--- src/rtl/gpio_share_pkg.sv ---
package gpio_share_pkg;
  localparam int unsigned ADDR_W = 2;
  localparam logic [ADDR_W-1:0] OFS_DATA = 2'd0;
  localparam logic [ADDR_W-1:0] OFS_DIR  = 2'd1;
  localparam logic [ADDR_W-1:0] OFS_PULL = 2'd2;

  typedef enum logic [1:0] {
    RD_DATA = 2'd0,
    RD_DIR  = 2'd1,
    RD_PULL = 2'd2,
    RD_NONE = 2'd3
  } rdSel_e;

  typedef struct packed {
    logic   wrData;
    logic   wrDir;
    logic   wrPull;
    logic   rdStrobe;
    rdSel_e rdSel;
  } strobe_t;
endpackage

--- src/rtl/gpio_share_ctrl.sv ---
module gpio_share_ctrl
  import gpio_share_pkg::*;
(
  input  logic              regWrEn,
  input  logic              regRdEn,
  input  logic [ADDR_W-1:0] regAddr,
  output strobe_t           strobes
);
  logic hitData;
  logic hitDir;
  logic hitPull;

  always_comb begin
    hitData = (regAddr == OFS_DATA);
    hitDir  = (regAddr == OFS_DIR);
    hitPull = (regAddr == OFS_PULL);
  end

  always_comb begin
    strobes.wrData   = regWrEn & hitData;
    strobes.wrDir    = regWrEn & hitDir;
    strobes.wrPull   = regWrEn & hitPull;
    strobes.rdStrobe = regRdEn;
    if (hitData)      strobes.rdSel = RD_DATA;
    else if (hitDir)  strobes.rdSel = RD_DIR;
    else if (hitPull) strobes.rdSel = RD_PULL;
    else              strobes.rdSel = RD_NONE;
  end
endmodule

--- src/rtl/gpio_share_dp.sv ---
module gpio_share_dp
  import gpio_share_pkg::*;
#(
  parameter int unsigned N = 8,
  parameter int unsigned SYNC_STAGES = 2
) (
  input  logic         clk,
  input  logic         rstN,
  input  strobe_t      strobes,
  input  logic [N-1:0] regWrData,
  output logic [N-1:0] regRdData,
  input  logic [N-1:0] altEn,
  input  logic [N-1:0] altOut,
  input  logic [N-1:0] altOe,
  input  logic [N-1:0] anaEn,
  input  logic [N-1:0] padIn,
  output logic [N-1:0] padOe,
  output logic [N-1:0] padOut,
  output logic [N-1:0] padIbe,
  output logic [N-1:0] padPu,
  output logic [N-1:0] dataBits,
  output logic [N-1:0] dirBits,
  output logic [N-1:0] pullBits
);
  localparam int unsigned LAST = SYNC_STAGES - 1;

  logic [N-1:0] dataQ;
  logic [N-1:0] dirQ;
  logic [N-1:0] pullQ;
  logic [N-1:0] syncQ [SYNC_STAGES];
  logic [N-1:0] pinView;
  logic [N-1:0] rdQ;

  // configuration registers
  always_ff @(posedge clk or negedge rstN) begin
    if (!rstN) begin
      dataQ <= '0;
      dirQ  <= '0;
      pullQ <= '0;
    end else begin
      if (strobes.wrData) dataQ <= regWrData;
      if (strobes.wrDir)  dirQ  <= regWrData;
      if (strobes.wrPull) pullQ <= regWrData;
    end
  end

  // input synchroniser chain
  genvar s;
  generate
    for (s = 0; s < SYNC_STAGES; s++) begin : gSync
      if (s == 0) begin : gFirst
        always_ff @(posedge clk or negedge rstN) begin
          if (!rstN) syncQ[0] <= '0;
          else       syncQ[0] <= padIn;
        end
      end else begin : gNext
        always_ff @(posedge clk or negedge rstN) begin
          if (!rstN) syncQ[s] <= '0;
          else       syncQ[s] <= syncQ[s-1];
        end
      end
    end
  endgenerate

  // per-pin arbitration
  genvar p;
  generate
    for (p = 0; p < N; p++) begin : gPin
      logic ownedByAna;
      logic ownedByAlt;
      logic oeBit;
      always_comb begin
        ownedByAna = anaEn[p];
        ownedByAlt = altEn[p] & ~anaEn[p];
        if (ownedByAna)      oeBit = 1'b0;
        else if (ownedByAlt) oeBit = altOe[p];
        else                 oeBit = dirQ[p];
        padOe[p] = oeBit;
        if (ownedByAna)      padOut[p] = 1'b0;
        else if (ownedByAlt) padOut[p] = altOut[p];
        else                 padOut[p] = dataQ[p];
        padIbe[p] = ~ownedByAna;
        padPu[p]  = pullQ[p] & ~oeBit & ~ownedByAna;
        if (dirQ[p])         pinView[p] = dataQ[p];
        else if (ownedByAna) pinView[p] = 1'b0;
        else                 pinView[p] = syncQ[LAST][p];
      end
    end
  endgenerate

  // registered read port
  always_ff @(posedge clk or negedge rstN) begin
    if (!rstN) begin
      rdQ <= '0;
    end else if (strobes.rdStrobe) begin
      unique case (strobes.rdSel)
        RD_DATA: rdQ <= pinView;
        RD_DIR:  rdQ <= dirQ;
        RD_PULL: rdQ <= pullQ;
        default: rdQ <= '0;
      endcase
    end
  end

  assign regRdData = rdQ;
  assign dataBits  = dataQ;
  assign dirBits   = dirQ;
  assign pullBits  = pullQ;
endmodule

--- src/rtl/gpio_share_port.sv ---
module gpio_share_port
  import gpio_share_pkg::*;
#(
  parameter int unsigned N = 8
) (
  input  logic              clk,
  input  logic              rstN,
  input  logic              regWrEn,
  input  logic              regRdEn,
  input  logic [ADDR_W-1:0] regAddr,
  input  logic [N-1:0]      regWrData,
  output logic [N-1:0]      regRdData,
  input  logic [N-1:0]      altEn,
  input  logic [N-1:0]      altOut,
  input  logic [N-1:0]      altOe,
  input  logic [N-1:0]      anaEn,
  input  logic [N-1:0]      padIn,
  output logic [N-1:0]      padOe,
  output logic [N-1:0]      padOut,
  output logic [N-1:0]      padIbe,
  output logic [N-1:0]      padPu
);
  strobe_t      strobes;
  logic [N-1:0] dataBits;
  logic [N-1:0] dirBits;
  logic [N-1:0] pullBits;

  gpio_share_ctrl i_ctrl (
    .regWrEn (regWrEn),
    .regRdEn (regRdEn),
    .regAddr (regAddr),
    .strobes (strobes)
  );

  gpio_share_dp #(.N(N), .SYNC_STAGES(2)) i_dp (
    .clk       (clk),
    .rstN      (rstN),
    .strobes   (strobes),
    .regWrData (regWrData),
    .regRdData (regRdData),
    .altEn     (altEn),
    .altOut    (altOut),
    .altOe     (altOe),
    .anaEn     (anaEn),
    .padIn     (padIn),
    .padOe     (padOe),
    .padOut    (padOut),
    .padIbe    (padIbe),
    .padPu     (padPu),
    .dataBits  (dataBits),
    .dirBits   (dirBits),
    .pullBits  (pullBits)
  );
endmodule

--- config.mk ---
export PLATFORM = sky130hd
export DESIGN_NAME = gpio_share_port
export DESIGN_NICKNAME = d
export VERILOG_FILES = /design/src/rtl/gpio_share_pkg.sv /design/src/rtl/gpio_share_ctrl.sv /design/src/rtl/gpio_share_dp.sv /design/src/rtl/gpio_share_port.sv
export SDC_FILE = /design/constraint.sdc
export NUM_CORES = 1
export LEC_CHECK = 0
export ABC_AREA = 1
export BUFFER_PORTS_ARGS = -buffer_cell sky130_fd_sc_hd__buf_2
export CAP_MARGIN = 25
export CORE_ASPECT_RATIO = 1.75
export CORE_MARGIN = 3
export CORE_UTILIZATION = 49
export DETAILED_ROUTE_END_ITERATION = 10
export PLACE_DENSITY = 0.79
export SETUP_SLACK_MARGIN = 0.4
export SLEW_MARGIN = 20
export SYNTH_ARGS = -nofsm -noshare
export SYNTH_HDL_FRONTEND = slang
export SYNTH_SLANG_ARGS = --single-unit
--- constraint.sdc ---
create_clock -name clk -period 1.6 [get_ports clk]
set_clock_uncertainty 0.1 [all_clocks]
set_input_delay 0.32 -clock clk [delete_from_list [all_inputs] [get_ports clk]]
set_output_delay 0.32 -clock clk [all_outputs]
set_load 0.05 [all_outputs]
==> results of run 1 <==
==> stage by stage <==
| step | total power, W | cells | TNS [ns] |
|---|---|---|---|
| final | 0.003734 | 500 | -0.3776 |
| after global routing | 0.003903 | 500 | -0.9549 |
| after CTS | 0.003594 | 487 | -0.6390 |
| after detailed placement | 0.002558 | 455 | 0 |
| after global placement | 0.002535 | 455 | 0 |
| after floorplan | 0.002296 | 319 | 0 |
==> flip-flops by register name (all words and copies together), names as in the netlist <==
name and count:
i_dp.dataBits 8, i_dp.pullBits 8, i_dp.regRdData 8, i_dp.dirBits 8, i_dp.syncQ 16
==> logic make-up after synthesis <==
group,after synthesis,synth area share (%)
compound gates,48,13.04
buf+inv,67,13.59
flops,48,47.43
simple gates,156,25.94
==> area by class of cell <==
type / count / area, um^2
well taps: 54 / 67.56
fillers: 320 / 1006
multi-input cells: 204 / 1305
clock buffers: 5 / 68.82
repair buffers: 135 / 1079
flip-flops and latches: 48 / 1201
clock inverters: 3 / 23.77
inverters: 51 / 226.5
==> metal layers <==
layer | vias to the layer above | GRT usage [%] | wire [um] | part of all wire (%)
met4 | 0 | 7.679 | 104 | 1.5
met1 | 1210 | 22.88 | 2393 | 35
met3 | 11 | 4.103 | 361 | 5.2
li1 | 1219 | - | - | -
met2 | 79 | 43.92 | 4032 | 59
met5 | - | 0 | 0 | 0
==> cell usage in the layout, fill, tap and decap left out, types with 14 or more instances in the layout <==
cell,n
o21ai_2,32
inv_2,14
nand2_1,100
nand3_1,15
buf_2,52
nor2_1,15
buf_6,34
dfrtp_1,48
inv_1,27
buf_4,39
==> power by group <==
part           internal [W]  switching (W)  leakage, nW
Clock              0.000310       0.000430       0.0404
Sequential          0.00136       0.000106        0.591
Combinational      0.000640       0.000889         1.40
==> worst max-delay path, delay by kind of cell (launching register included) <==
family / cells / cell delay (ns)
AO/OA/AOI/OAI: 1 / 0.15
buffers and inverters: 3 / 0.29
flip-flops: 1 / 0.37
AND/OR/NAND/NOR: 1 / 0.11
==> worst paths after layout <==
kind	start	to	slack, ns	cells after the start
worst max-delay path	i_dp.dirBits[3]	padOe[3]	-0.06	5
worst min-delay path	padIn[4]	i_dp.syncQ[12]	0.01	1
worst max register to register	i_dp.dirBits[2]	i_dp.regRdData[2]	0.38	9
worst min register to register	i_dp.syncQ[14]	i_dp.syncQ[6]	0.25	0
max in group asynchronous	rstN	i_dp.syncQ[13]	0.49	3
min in group asynchronous	rstN	i_dp.dirBits[0]	0.41	2
==> timing repair <==
action,CTS,global route
hold buffers,1,0
setup buffers,23,13
setup endpoints to repair,40,67
gates resized for setup,94,31
pin swaps,29,26
endpoints found under the hold margin,18,0
==> results.yml, run 1 <==
sta:
  finalCritPeriodShare_pct: 103.8
  fin_crit_ns: 1.661
  relSlewSlack_pct: 80.27
  timing.hold.ws_ns: 0.01066
  slew_viol_final: 0
  rsz0062_at_grt: "yes"
  worst_pin_slew_ns: 0.2960
  setup_viol: 10
  setup_slack_ns: -0.06057
  hold_viol: 0
  fmax_mhz: 602.2
logic_synthesis:
  synth_area_leaders: "dfrtp_1 (47%), nand2_1 (15%), o21ai_2 (8.3%), inv_1 (7.3%), nor2_1 (4.7%)"
  synth_top_area_share_pct: 47.43
  synth.distinct_cells: 17
  synth_fp_nets: 373
  synth.most_common_cell: "nand2_1"
  synthCells: 319
  syn_area_um2: 2532
  syn_area_per_cell_um2: 7.939
  yosysTopAreaCell: "dfrtp_1"
  synth_edf_count: 0
  async_flop_share_pct: 100.0
  synth_seq_cells: 48
  ys.flop_type: "dfrtp_1"
  synth_common_cells: "nand2_1 (100), inv_1 (49), dfrtp_1 (48), nor2_1 (32), o21ai_2 (24)"
  yosysWarnings: 0
  yosysSeqAreaShare_pct: 47.43
placement:
  finalWeightedCongestion: 0.7674
  placed_cell_area_um2: 3208
  detailedPlace.worstSlack_ns: 0.09739
  numPortBuffers: 93
  hpwl_um: 4303
worst_setup_path:
  required_ns: 1.18
  critPathMaxFanout: 3
  slowest_delay_ns: 0.37
  critPathKind: "reg -> out"
  cp_slowest_cell: "dfrtp_1"
  arrival_ns: 1.24
  crit_path_cell_trace: "inv_2 -> o21ai_4 -> inv_1 -> nor2_1 -> buf_6"
  cp-end-kind: "output pin"
  worstSetupStartpointType: "flop"
route:
  first_pass_iters: 4
  vias: 2519
  viasPerCell: 5.038
  drt-initial-drc-count: 68
  wire_per_inst_um: 13.78
  drc: 0
  totalWireLength_um: 6891
  antenna_left: 0
global_routing:
  grt_max_degree: 21
  grt_pass1_wl_um: 10520
  grt_pass1_vias: 2512
  grt_overflow: 0
  track_usage_pct: 22.65
  grt_antenna_before_repair: 0
die:
  fp.dieW_um: 60.35
  coreArea_um2: 4977
  fp.dieH_um: 101.1
  initial_core_util_pct: 50.88
  pin_count: 94
  num_rows: 34
  die-area_um2: 6101
finish:
  fin_area_um2: 3971
  drive_gt1_share_pct: 53.81
  n_antenna_cell: 0
  final_util_pct: 79.79
  area_growth_syn_to_layout_pct: 56.82
  fin_nets: 499
clocking:
  cts-root-buf: "clkbuf_8"
  clockBufferDepth: 2
  numCtsBuffers: 5
  cts_tree: "yes"
  cts_num_sinks: 48
  clk_latency_ns: 0.31
  cts.htree.levels: 2
  clk_pin_slew_worst_paths_ns: 0.10
pwr:
  max-vdd-ir-drop_uv: 774.5
  p_leak_nw: 2.028
  power_density_nw_per_um2: 940.2
run_status:
  failed_checks: "negative setup slack"
  status: "finished with violations"
worst_hold_path:
  min-delay-path-class: "in -> reg"
flow_run:
  maxCapViolCount: 0
No activity file was read; power rests on OpenSTA's default activity.
==> run 2: changes to the inputs <==
--- a/config.mk
+++ b/config.mk
@@ -12,6 +12,7 @@
 export CORE_MARGIN = 3
 export CORE_UTILIZATION = 49
 export DETAILED_ROUTE_END_ITERATION = 10
+export MAX_ROUTING_LAYER = met4
 export PLACE_DENSITY = 0.79
 export SETUP_SLACK_MARGIN = 0.4
 export SLEW_MARGIN = 20
==> run 2 against run 1 <==
  * The flow still finishes with violations (negative setup slack)
  * Non-clock buffer count stayed put
  * Power shrank 0.13%
  * Sequential power is essentially flat
==> results.yml, run 2 (same netlist as run 1, synthesis figures left out) <==
run_status:
  status: "finished with violations"
  failed_checks: "negative setup slack"
worst_hold_path:
  min_from: "padIn[3]"
  hold_depth: 1
  worstHoldEndpoint: "i_dp.syncQ[11]"
  min-delay-path-class: "in -> reg"
sta:
  relSlewSlack_pct: 80.79
  setup_slack_ns: -0.05847
  rsz0062_at_grt: "yes"
  finalCritPeriodShare_pct: 103.7
  setup_viol: 10
  fin_crit_ns: 1.658
  worst_pin_slew_ns: 0.2878
  tns_ns: -0.3513
  hold_viol: 0
  slew_viol_final: 0
  fmax_mhz: 603.0
worst_setup_path:
  reg2reg_from: "i_dp.dirBits[2]"
  reg2regPathDepth: 9
  r2r_end: "i_dp.regRdData[2]"
  critPathMaxFanout: 3
  reg2reg_slack_ns: 0.38
  arrival_ns: 1.24
  cp-end-kind: "output pin"
  required_ns: 1.18
  worstSetupStartpointType: "flop"
  critPathKind: "reg -> out"
global_routing:
  track_usage_pct: 23.25
  grt_max_degree: 21
  grt_antenna_before_repair: 0
  grt_pass1_wl_um: 10500
  grt_overflow: 0
  grt_pass1_vias: 2514
clocking:
  clk_pin_slew_worst_paths_ns: 0.10
  numCtsBuffers: 5
  cts_num_sinks: 48
  cts-root-buf: "clkbuf_8"
  clk_latency_ns: 0.30
  clockBufferDepth: 2
  cts_tree: "yes"
  cts.htree.levels: 2
route:
  drc: 0
  vias: 2485
  wire_per_inst_um: 13.64
  antenna_left: 0
  first_pass_iters: 4
  viasPerCell: 4.970
  totalWireLength_um: 6818
  drt-initial-drc-count: 55
finish:
  n_antenna_cell: 0
  fin_nets: 499
  drive_gt1_share_pct: 53.81
  final_cell_mix: "nand2_1 (100), buf_2 (52), dfrtp_1 (48)"
  register_area_um2: 1201
  final_common_cell: "nand2_1"
  area_growth_syn_to_layout_pct: 56.82
  multiInputGateArea_um2: 1305
  fillers: 320
  largest_reg_flops: 16
  regMostFlops: "i_dp.syncQ"
pwr:
  intPower_w: 0.002309
  p_sw_w: 0.001419
  p_leak_nw: 2.028
  switching_share_pct: 38.07
  seqPwrFrac_pct: 39.3
  max-vdd-ir-drop_uv: 770.5
  clockPowerShare_pct: 19.8
  power_density_nw_per_um2: 938.9
  total_power_w: 0.003729
  power_frac_comb_pct: 40.9
die:
  die-area_um2: 6101
  pin_count: 94
  fp.dieH_um: 101.1
  coreArea_um2: 4977
  fp.dieW_um: 60.35
  initial_core_util_pct: 50.88
  num_rows: 34
placement:
  hpwl_um: 4303
  finalWeightedCongestion: 0.7777
  numPortBuffers: 93
flow_run:
  maxCapViolCount: 0
-- run 2: cell counts in the layout (fill, tap and decap cells not counted) --
Identical to the previous run, type by type.
-- run 2: how the worst max path moves through the flow --
| stage | end | start | slack (ns) | cells after the start |
|---|---|---|---|---|
| 6_report | padOe[3] | i_dp.dirBits[3] | -0.06 | 5 |
| 5_1_grt | padOe[6] | i_dp.dirBits[6] | -0.11 | 5 |
| 4_1_cts | padOe[2] | i_dp.dirBits[2] | -0.09 | 5 |
| 3_5_place_dp | padOe[1] | altEn[1] | 0.1 | 5 |
| 3_3_place_gp | padOe[3] | altEn[3] | 0.12 | 5 |
| 2_1_floorplan | padOut[0] | anaEn[0] | 0.24 | 3 |
-- run 2: stage by stage --
step | area (um^2) | instances | hold slack (ns) | utilization, % | worst slack [ns]
after CTS | 3781 | 487 | 0.006376 | 75.97 | -0.09484
final | 3971 | 500 | 0.01381 | 79.79 | -0.05847
after detailed placement | 3208 | 455 | 0.1857 | 64.45 | 0.09739
after floorplan | 2773 | 319 | -0.07559 | - | 0.2378
after global placement | 3208 | 455 | 0.1823 | 64.45 | 0.1215
after global routing | 3971 | 500 | 0.008858 | 79.79 | -0.1149
-- run 2: critical path, cell delays in order, from the launching register on --
cell,delay (ns)
dfrtp_1,0.37
inv_2,0.07
o21ai_4,0.15
inv_1,0.05
nor2_1,0.11
buf_6,0.17
-- run 2: layout make-up --
type / count / share of cell area, %
Clock buffer: 5 / 1.733
Sequential cell: 48 / 30.25
Multi-Input combinational cell: 204 / 32.86
Clock inverter: 3 / 0.5986
Timing Repair Buffer: 135 / 27.16
Tap cell: 54 / 1.701
Inverter: 51 / 5.703
-- run 2: what timing repair did --
action | 4_1_cts | 5_1_grt
resized for setup | 94 | 31
hold endpoints to repair | 18 | 0
setup buffers | 23 | 13
endpoints found under the setup margin | 40 | 67
hold buffers | 1 | 0
pin swaps | 29 | 26
-- run 2: power groups by stage --
stage / Sequential (W) / Clock, W / Combinational (W)
floorplan: 0.00158 / 0 / 0.000718
CTS: 0.00146 / 0.000745 / 0.00139
finish: 0.00147 / 0.000738 / 0.00153
detailed placement: 0.00149 / 0 / 0.00107
global placement: 0.00149 / 0 / 0.00104
global route: 0.00148 / 0.000783 / 0.00163
-- run 2: routing by layer --
| layer | share of wire, % | wire, um | vias to the layer above | track usage [%] |
|---|---|---|---|---|
| li1 | - | - | 1220 | - |
| met1 | 35 | 2361 | 1182 | 23.21 |
| met2 | 59 | 4048 | 74 | 43.92 |
| met3 | 4.5 | 307 | 9 | 3.205 |
| met4 | 1.5 | 101 | 0 | 7.679 |
| met5 | 0 | 0 | - | - |
